[src/rtl/tamper_pkg.sv]
package tamper_pkg;
   localparam int unsigned BUS_W     = 32;
   localparam int unsigned ADDR_W    = 3;
   localparam int unsigned SRC_CNT   = 8;
   localparam int unsigned SRC_BASE  = 2;
   localparam int unsigned PIN_BASE  = 16;
   localparam int unsigned MST_BIT   = 0;
   localparam int unsigned ACK_BIT   = 1;
   // lock bit positions
   localparam int unsigned LK_CTRL   = 4;
   localparam int unsigned LK_STAT   = 5;
   localparam int unsigned LK_LOCK   = 6;
   localparam int unsigned LK_IRQ    = 7;
   localparam int unsigned LK_SECS   = 8;
   localparam int unsigned LK_DET    = 9;
   localparam int unsigned LK_DIR    = 10;
   localparam int unsigned LK_POL    = 11;
   // control bit positions
   localparam int unsigned C_SWR     = 0;
   localparam int unsigned C_PEN     = 1;
   localparam int unsigned C_FRST    = 2;
   localparam int unsigned C_UPD     = 3;
   localparam int unsigned PRESC_LSB = 17;
   localparam int unsigned PRESC_W   = 15;

   typedef enum logic [ADDR_W-1:0] {
      A_CTRL  = 3'd0,
      A_STAT  = 3'd1,
      A_LOCK  = 3'd2,
      A_IRQEN = 3'd3,
      A_SECS  = 3'd4,
      A_DETEN = 3'd5,
      A_DIR   = 3'd6,
      A_POL   = 3'd7
   } reg_sel_e;

   typedef struct packed {
      logic [PRESC_W-1:0] presc;
      logic               upd_mode;
      logic               force_en;
      logic               presc_en;
   } ctrl_t;

   function automatic logic [BUS_W-1:0] field_mask(input int unsigned lsb, input int unsigned width);
      logic [63:0] m;
      m = ((64'd1 << width) - 64'd1) << lsb;
      return m[BUS_W-1:0];
   endfunction
endpackage

[src/rtl/tamper_lockbank.sv]
module tamper_lockbank
   import tamper_pkg::*;
(
   input  logic             clk,
   input  logic             rst_n,
   input  logic             soft_rst_i,
   input  logic             wr_i,
   input  logic [BUS_W-1:0] wdata_i,
   output logic [BUS_W-1:0] lock_o
);
   localparam logic [BUS_W-1:0] LOCK_MASK = field_mask(LK_CTRL, LK_POL - LK_CTRL + 1);

   logic [BUS_W-1:0] lock_q;
   logic             accept;

   assign accept = wr_i && lock_q[LK_LOCK];

   always_ff @(posedge clk or negedge rst_n) begin
      if (!rst_n)          lock_q <= LOCK_MASK;
      else if (soft_rst_i) lock_q <= LOCK_MASK;
      else if (accept)     lock_q <= lock_q & wdata_i;
   end

   assign lock_o = lock_q;


   lock_clear_only_chk: assert property (@(posedge clk) disable iff (!rst_n)
      !$past(soft_rst_i) |-> ((lock_q & ~$past(lock_q)) == '0));
endmodule

[src/rtl/tamper_cfgregs.sv]
module tamper_cfgregs
   import tamper_pkg::*;
#(
   parameter int unsigned PIN_CNT = 8,
   parameter int unsigned SECS_W  = 32
) (
   input  logic              clk,
   input  logic              rst_n,
   input  logic              soft_rst_i,
   input  logic              we_i,
   input  reg_sel_e          sel_i,
   input  logic [BUS_W-1:0]  wdata_i,
   input  logic [BUS_W-1:0]  lock_i,
   input  logic              master_rise_i,
   input  logic [SECS_W-1:0] secs_i,
   output ctrl_t             ctrl_o,
   output logic [BUS_W-1:0]  det_en_o,
   output logic [BUS_W-1:0]  irq_en_o,
   output logic [SECS_W-1:0] secs_o,
   output logic [PIN_CNT-1:0] dir_o,
   output logic [PIN_CNT-1:0] pol_o
);
   localparam logic [BUS_W-1:0] DET_MASK = field_mask(SRC_BASE, SRC_CNT) | field_mask(PIN_BASE, PIN_CNT);
   localparam logic [BUS_W-1:0] IRQ_MASK = DET_MASK | field_mask(MST_BIT, 1);

   ctrl_t              ctrl_q;
   logic [BUS_W-1:0]   det_q, irq_q;
   logic [SECS_W-1:0]  secs_q;
   logic [PIN_CNT-1:0] dir_q, pol_q;

   logic hit_ctrl, hit_irq, hit_secs, hit_det, hit_dir, hit_pol;

   assign hit_ctrl = we_i && (sel_i == A_CTRL)  && lock_i[LK_CTRL];
   assign hit_irq  = we_i && (sel_i == A_IRQEN) && lock_i[LK_IRQ];
   assign hit_secs = we_i && (sel_i == A_SECS)  && lock_i[LK_SECS];
   assign hit_det  = we_i && (sel_i == A_DETEN) && lock_i[LK_DET];
   assign hit_dir  = we_i && (sel_i == A_DIR)   && lock_i[LK_DIR];
   assign hit_pol  = we_i && (sel_i == A_POL)   && lock_i[LK_POL];

   always_ff @(posedge clk or negedge rst_n) begin
      if (!rst_n) begin
         ctrl_q <= '0;
         det_q  <= '0;
         irq_q  <= '0;
         secs_q <= '0;
         dir_q  <= '0;
         pol_q  <= '0;
      end else if (soft_rst_i) begin
         ctrl_q <= '0;
         det_q  <= '0;
         irq_q  <= '0;
         secs_q <= '0;
         dir_q  <= '0;
         pol_q  <= '0;
      end else begin
         if (hit_ctrl) begin
            ctrl_q.presc    <= wdata_i[PRESC_LSB +: PRESC_W];
            ctrl_q.upd_mode <= wdata_i[C_UPD];
            ctrl_q.force_en <= wdata_i[C_FRST];
            ctrl_q.presc_en <= wdata_i[C_PEN];
         end
         if (hit_det) det_q <= wdata_i & DET_MASK;
         if (hit_irq) irq_q <= wdata_i & IRQ_MASK;
         if (master_rise_i)  secs_q <= secs_i;
         else if (hit_secs)  secs_q <= wdata_i[SECS_W-1:0];
         if (hit_dir) dir_q <= wdata_i[PIN_CNT-1:0];
         if (hit_pol) pol_q <= wdata_i[PIN_CNT-1:0];
      end
   end

   assign ctrl_o   = ctrl_q;
   assign det_en_o = det_q;
   assign irq_en_o = irq_q;
   assign secs_o   = secs_q;
   assign dir_o    = dir_q;
   assign pol_o    = pol_q;


   ctrl_locked_chk: assert property (@(posedge clk) disable iff (!rst_n)
      !lock_i[LK_CTRL] |=> $stable(ctrl_q));

   det_locked_chk: assert property (@(posedge clk) disable iff (!rst_n)
      (!lock_i[LK_DET] && !soft_rst_i) |=> $stable(det_q));
endmodule

[src/rtl/tamper_flagcore.sv]
module tamper_flagcore
   import tamper_pkg::*;
#(
   parameter int unsigned PIN_CNT = 8,
   parameter bit          IRQ_REG = 1'b0
) (
   input  logic               clk,
   input  logic               rst_n,
   input  logic               soft_rst_i,
   input  logic [SRC_CNT-1:0] src_evt_i,
   input  logic [PIN_CNT-1:0] pin_evt_i,
   input  logic               chip_rst_i,
   input  logic               stat_wr_i,
   input  logic [BUS_W-1:0]   wdata_i,
   input  logic [BUS_W-1:0]   det_en_i,
   input  logic [BUS_W-1:0]   irq_en_i,
   input  logic               force_en_i,
   output logic [BUS_W-1:0]   status_o,
   output logic               master_o,
   output logic               master_rise_o,
   output logic               irq_o,
   output logic               force_rst_o
);
   localparam logic [BUS_W-1:0] FLAG_MASK = field_mask(SRC_BASE, SRC_CNT) | field_mask(PIN_BASE, PIN_CNT);

   logic [BUS_W-1:0] flag_q, flag_d, evt_vec, clr_vec;
   logic             mst_q, mst_d, ack_q, ack_d, irq_comb;

   always_comb begin
      evt_vec = '0;
      evt_vec[SRC_BASE +: SRC_CNT] = src_evt_i;
      evt_vec[PIN_BASE +: PIN_CNT] = pin_evt_i;
      clr_vec = stat_wr_i ? wdata_i : '0;
      flag_d  = (flag_q & ~(clr_vec & FLAG_MASK)) | evt_vec;
      mst_d   = (|(flag_d & det_en_i)) || (mst_q && !clr_vec[MST_BIT]);
      ack_d   = mst_d && ((ack_q && !clr_vec[ACK_BIT]) || (chip_rst_i && mst_q));
   end

   always_ff @(posedge clk or negedge rst_n) begin
      if (!rst_n) begin
         flag_q <= '0;
         mst_q  <= 1'b0;
         ack_q  <= 1'b0;
      end else if (soft_rst_i) begin
         flag_q <= '0;
         mst_q  <= 1'b0;
         ack_q  <= 1'b0;
      end else begin
         flag_q <= flag_d;
         mst_q  <= mst_d;
         ack_q  <= ack_d;
      end
   end

   assign irq_comb      = (mst_q && irq_en_i[MST_BIT]) || (|(flag_q & irq_en_i & FLAG_MASK));
   assign master_rise_o = mst_d && !mst_q && !soft_rst_i;
   assign master_o      = mst_q;
   assign force_rst_o   = force_en_i && mst_q;

   always_comb begin
      status_o          = flag_q;
      status_o[MST_BIT] = mst_q;
      status_o[ACK_BIT] = ack_q;
   end

   generate
      if (IRQ_REG) begin : g_irq_ff
         logic irq_q;
         always_ff @(posedge clk or negedge rst_n) begin
            if (!rst_n)          irq_q <= 1'b0;
            else if (soft_rst_i) irq_q <= 1'b0;
            else                 irq_q <= irq_comb;
         end
         assign irq_o = irq_q;
      end else begin : g_irq_comb
         assign irq_o = irq_comb;
      end
   endgenerate


   evt_latch_chk: assert property (@(posedge clk) disable iff (!rst_n)
      ((|src_evt_i) && !soft_rst_i) |=>
         ((flag_q[SRC_BASE +: SRC_CNT] & $past(src_evt_i)) == $past(src_evt_i)));

   master_cause_chk: assert property (@(posedge clk) disable iff (!rst_n)
      $rose(mst_q) |-> (|(flag_q & $past(det_en_i))));

   ack_set_chk: assert property (@(posedge clk) disable iff (!rst_n)
      (chip_rst_i && mst_q && !soft_rst_i && !stat_wr_i) |=> ack_q);
endmodule

[src/rtl/tamper_supervisor.sv]
module tamper_supervisor
   import tamper_pkg::*;
#(
   parameter int unsigned PIN_CNT = 8,
   parameter int unsigned SECS_W  = 32,
   parameter bit          IRQ_REG = 1'b0
) (
   input  logic               clk,
   input  logic               rst_n,
   input  logic [2:0]         bus_addr,
   input  logic [31:0]        bus_wdata,
   input  logic               bus_we,
   output logic [31:0]        bus_rdata,
   input  logic [7:0]         src_evt_i,
   input  logic [PIN_CNT-1:0] pin_evt_i,
   input  logic               chip_rst_i,
   input  logic [SECS_W-1:0]  secs_i,
   output logic               irq_o,
   output logic               force_rst_o,
   output logic               presc_en_o,
   output logic [14:0]        presc_val_o,
   output logic [PIN_CNT-1:0] pin_dir_o,
   output logic [PIN_CNT-1:0] pin_pol_o
);
   generate
      if (PIN_CNT < 1 || PIN_CNT > 16) begin : g_bad_pins
         $error("PIN_CNT must lie in 1..16");
      end
      if (SECS_W < 1 || SECS_W > BUS_W) begin : g_bad_secs
         $error("SECS_W must lie in 1..BUS_W");
      end
   endgenerate

   reg_sel_e            sel;
   logic                soft_rst, lock_wr, stat_wr, master, master_rise;
   logic [BUS_W-1:0]    lock, det_en, irq_en, status;
   logic [SECS_W-1:0]   secs;
   ctrl_t               ctrl;

   assign sel      = reg_sel_e'(bus_addr);
   assign soft_rst = bus_we && (sel == A_CTRL) && lock[LK_CTRL] && bus_wdata[C_SWR];
   assign lock_wr  = bus_we && (sel == A_LOCK);
   assign stat_wr  = bus_we && (sel == A_STAT) &&
                     (lock[LK_STAT] || (ctrl.upd_mode && !master));

   tamper_lockbank u_lock (
      .clk        (clk),
      .rst_n      (rst_n),
      .soft_rst_i (soft_rst),
      .wr_i       (lock_wr),
      .wdata_i    (bus_wdata),
      .lock_o     (lock)
   );

   tamper_cfgregs #(.PIN_CNT(PIN_CNT), .SECS_W(SECS_W)) u_cfg (
      .clk           (clk),
      .rst_n         (rst_n),
      .soft_rst_i    (soft_rst),
      .we_i          (bus_we),
      .sel_i         (sel),
      .wdata_i       (bus_wdata),
      .lock_i        (lock),
      .master_rise_i (master_rise),
      .secs_i        (secs_i),
      .ctrl_o        (ctrl),
      .det_en_o      (det_en),
      .irq_en_o      (irq_en),
      .secs_o        (secs),
      .dir_o         (pin_dir_o),
      .pol_o         (pin_pol_o)
   );

   tamper_flagcore #(.PIN_CNT(PIN_CNT), .IRQ_REG(IRQ_REG)) u_flags (
      .clk           (clk),
      .rst_n         (rst_n),
      .soft_rst_i    (soft_rst),
      .src_evt_i     (src_evt_i),
      .pin_evt_i     (pin_evt_i),
      .chip_rst_i    (chip_rst_i),
      .stat_wr_i     (stat_wr),
      .wdata_i       (bus_wdata),
      .det_en_i      (det_en),
      .irq_en_i      (irq_en),
      .force_en_i    (ctrl.force_en),
      .status_o      (status),
      .master_o      (master),
      .master_rise_o (master_rise),
      .irq_o         (irq_o),
      .force_rst_o   (force_rst_o)
   );

   always_comb begin
      unique case (sel)
         A_CTRL:  bus_rdata = {ctrl.presc, 13'd0, ctrl.upd_mode, ctrl.force_en, ctrl.presc_en, 1'b0};
         A_STAT:  bus_rdata = status;
         A_LOCK:  bus_rdata = lock;
         A_IRQEN: bus_rdata = irq_en;
         A_SECS:  bus_rdata = BUS_W'(secs);
         A_DETEN: bus_rdata = det_en;
         A_DIR:   bus_rdata = BUS_W'(pin_dir_o);
         A_POL:   bus_rdata = BUS_W'(pin_pol_o);
         default: bus_rdata = '0;
      endcase
   end

   assign presc_en_o  = ctrl.presc_en;
   assign presc_val_o = ctrl.presc;


   secs_capture_chk: assert property (@(posedge clk) disable iff (!rst_n)
      $rose(master) |-> (secs == $past(secs_i)));
endmodule

[config.mk]
export PLATFORM = sky130hd
export DESIGN_NAME = tamper_supervisor
export DESIGN_NICKNAME = d
export VERILOG_FILES = /design/src/rtl/tamper_pkg.sv /design/src/rtl/tamper_lockbank.sv /design/src/rtl/tamper_cfgregs.sv /design/src/rtl/tamper_flagcore.sv /design/src/rtl/tamper_supervisor.sv
export SDC_FILE = /design/constraint.sdc
export NUM_CORES = 1
export LEC_CHECK = 0
export BUFFER_PORTS_ARGS = -buffer_cell sky130_fd_sc_hd__buf_2
export CORE_MARGIN = 10
export CORE_UTILIZATION = 50
export DETAILED_ROUTE_END_ITERATION = 12
export PLACE_DENSITY = 0.78
export SYNTH_ARGS = -nofsm -noshare
export SYNTH_HDL_FRONTEND = slang
export SYNTH_HIERARCHICAL = 1
export SYNTH_SLANG_ARGS = --single-unit
[constraint.sdc]
create_clock -name clk -period 4.9 [get_ports clk]
set_input_delay 0.245 -clock clk [delete_from_list [all_inputs] [get_ports clk]]
set_output_delay 0.245 -clock clk [all_outputs]
set_load 0.02 [all_outputs]
==> results.py <==
metrics = {
    "global_routing": {
        "grt_usage": 0.256,
        "grt-busiest-layer": "met2",
        "grtUsageMet2": 0.392,
        "grt_pass1_wl_um": 49500,
        "first_global_vias": 8483,
        "use_met1": 0.347,
        "met3_usage": 0.0715,
        "antenna_found_initial": 0,
        "grt_overflow_total": 0,
        "grt_max_degree": 134,
    },
    "floorplan": {
        "core_um2": 18100,
        "fp.dieW_um": 156,
        "start_util": 0.512,
        "io-pin-count": 153,
        "die-area_um2": 24400,
        "rows": 49,
        "die_y_um": 156,
    },
    "hold_path": {
        "hold_class": "in2async",
    },
    "logic_synthesis": {
        "synthCells": 1002,
        "syn_avg_cell_area_um2": 9.28,
        "synth_area_leaders": "dfrtp_1 (38%), o21ai_0 (6.4%), a21oi_1 (5.1%)",
        "synth_top_area_share": 0.380,
        "ys_types": 61,
        "synth_edf_count": 0,
        "synthFlopType": "dfrtp_1",
        "ys_warn_count": 6,
        "synth_top_cell_by_area": "dfrtp_1",
        "async_reset_ff_frac": 1.00,
        "ys_seq_area_frac": 0.402,
        "ys_ff_latch": 149,
        "synth.cell_area_um2": 9300,
    },
    "setup_path": {
        "rrSetupSlack_ps": 1780,
        "r2r-start": "u_flags/master_o",
        "crit_arrival_ps": 3400,
        "cp_max_fo": 34,
        "timing.rr.end": "u_cfg/secs_o[3]",
        "r2r_cells": 11,
        "cp.required_ps": 5180,
        "start_kind": "flop",
        "crit_type": "reg2reg",
        "endpoint_kind": "flop",
    },
    "place": {
        "place_area_um2": 9740,
        "place_ws_ps": 1680,
        "hpwl_um": 20800,
        "dp.cells": 1295,
        "numPortBuffers": 152,
        "gp_congestion": 0.956,
    },
    "cts": {
        "cts.clk_slew.worst_paths_ps": 60,
        "clock_sinks": 149,
        "htree_levels": 4,
        "cts_tree": "yes",
        "clk_latency_ps": 440,
        "postCtsResizedCells": 0,
        "clock-root-buffer": "clkbuf_16",
        "clockBufferDepth": 2,
        "cts_inserted_buffers": 17,
        "hold_buffers": 0,
        "post_cts_buffers": 0,
    },
    "sta": {
        "period_minus_slack_ps": 3120,
        "finalCritPeriodShare": 0.637,
        "worstMarginPinSlew_ps": 1150,
        "tns_ps": 0,
        "finalHoldViolations": 36,
        "max_freq_mhz": 321,
        "rsz0062_at_grt": "no",
        "setup_viol": 0,
        "drv_slew": 0,
        "max-slew-margin-rel": 0.227,
        "timing.final.ws_setup_ps": 1780,
        "holdWs_ps": -28.1,
        "clock_skew_ps": 10.3,
    },
    "final_layout": {
        "final_util": 0.565,
        "final_cell_mix": "buf_2 (150), dfrtp_1 (141), o21ai_0 (118)",
        "antenna_cells": 0,
        "final_common_cell": "buf_2",
        "fin_cells": 1327,
        "fillers": 1626,
        "multi_input_area_um2": 4670,
        "fin_nets": 1172,
        "design_area_um2": 10300,
        "layout-drive-gt1-share": 0.240,
        "ff_latch_area_um2": 3740,
        "area_growth_syn_to_layout_pct": 10.4,
    },
    "power": {
        "p_per_area_nw_per_um2": 266,
        "p_total_mw": 2.72,
        "leakage_nw": 4.79,
        "ir_drop_mv": 0.259,
    },
    "outcome": {
        "violations": "negative hold slack",
        "status": "complete, but fails checks",
    },
    "drt": {
        "drc_errors": 0,
        "drt-total-wl_um": 32000,
        "wl_per_cell_um": 24.1,
        "dr.pass1.iters": 7,
        "vias": 8807,
        "via_per_inst": 6.64,
        "drtIter0Drc": 1422,
        "ant_nets": 0,
    },
    "run": {
        "maxCapViolCount": 0,
    },
}
cells in the mapped netlist, types with 24 or more instances:
cell type  number
a221oi_2       30
clkbuf_1       38
inv_1          46
nand2_1        29
and3b_1        32
buf_4          59
o21ai_0       118
a31oi_1        41
a22oi_1        25
buf_2          29
nand3_1        69
nor2_1         46
a21oi_1        95
mux2i_1        25
o211a_1        24
dfrtp_1       141
worst max-delay path by stage:
stage                          start          endpoint  depth (start not counted)
global placement         bus_addr[0]  u_cfg/secs_o[11]                         11
floorplan                bus_addr[1]  u_cfg/secs_o[15]                         12
CTS                 u_flags/master_o  u_cfg/secs_o[31]                         11
detailed placement       bus_addr[0]   u_cfg/secs_o[0]                         11
finish              u_flags/master_o   u_cfg/secs_o[3]                         11
global route        u_flags/master_o  u_cfg/secs_o[31]                         11
layer usage:
metal,wire (um),vias up
met5,0,-
li1,-,3801
met4,749,0
met2,14500,638
met1,12700,4296
met3,4080,72
report_power, final:
group          leakage, nW  internal (mW)  total, mW        switching [mW]
registers             1.97           1.23       1.23  0.000000000000000488
clock network        0.250          0.694       1.20                 0.507
logic                 2.57         0.0878      0.292                 0.204
cell families after synthesis:
kind of cell	after synthesis	synth area share
compound gates	403	0.290
mux	46	0.0596
other cells	2	0.000808
simple gates	211	0.129
buf+inv	191	0.118
flops	149	0.402
critical path, cell delays in order, from the launching register on:
cell and delay [ps]:
dfrtp_1 480, inv_1 90, a21oi_1 70, nor4b_2 270, buf_4 340, and3b_1 210
o22ai_1 100, nor4_2 600, a211oi_4 130, buf_4 300, a31oi_1 270, a221oi_2 90
state kept, by name (all words and copies together) (netlist names):
signal	flops
u_cfg/det_en_o	16
u_flags/flag_q	16
u_flags/master_o	1
u_cfg/ctrl_o	18
u_lock/lock_o	32
u_cfg/irq_en_o	17
u_flags/ack_q	1
u_cfg/secs_o	32
u_cfg/pol_o	8
u_cfg/dir_o	8
area by class of cell:
cell class,instances,area share
Multi-Input combinational cell,705,0.455
Sequential cell,149,0.364
Timing Repair Buffer,163,0.0843
Clock buffer,26,0.0448
Tap cell,229,0.0279
Inverter,49,0.0182
Clock inverter,6,0.00561
Power figures use the tool's default switching activity.
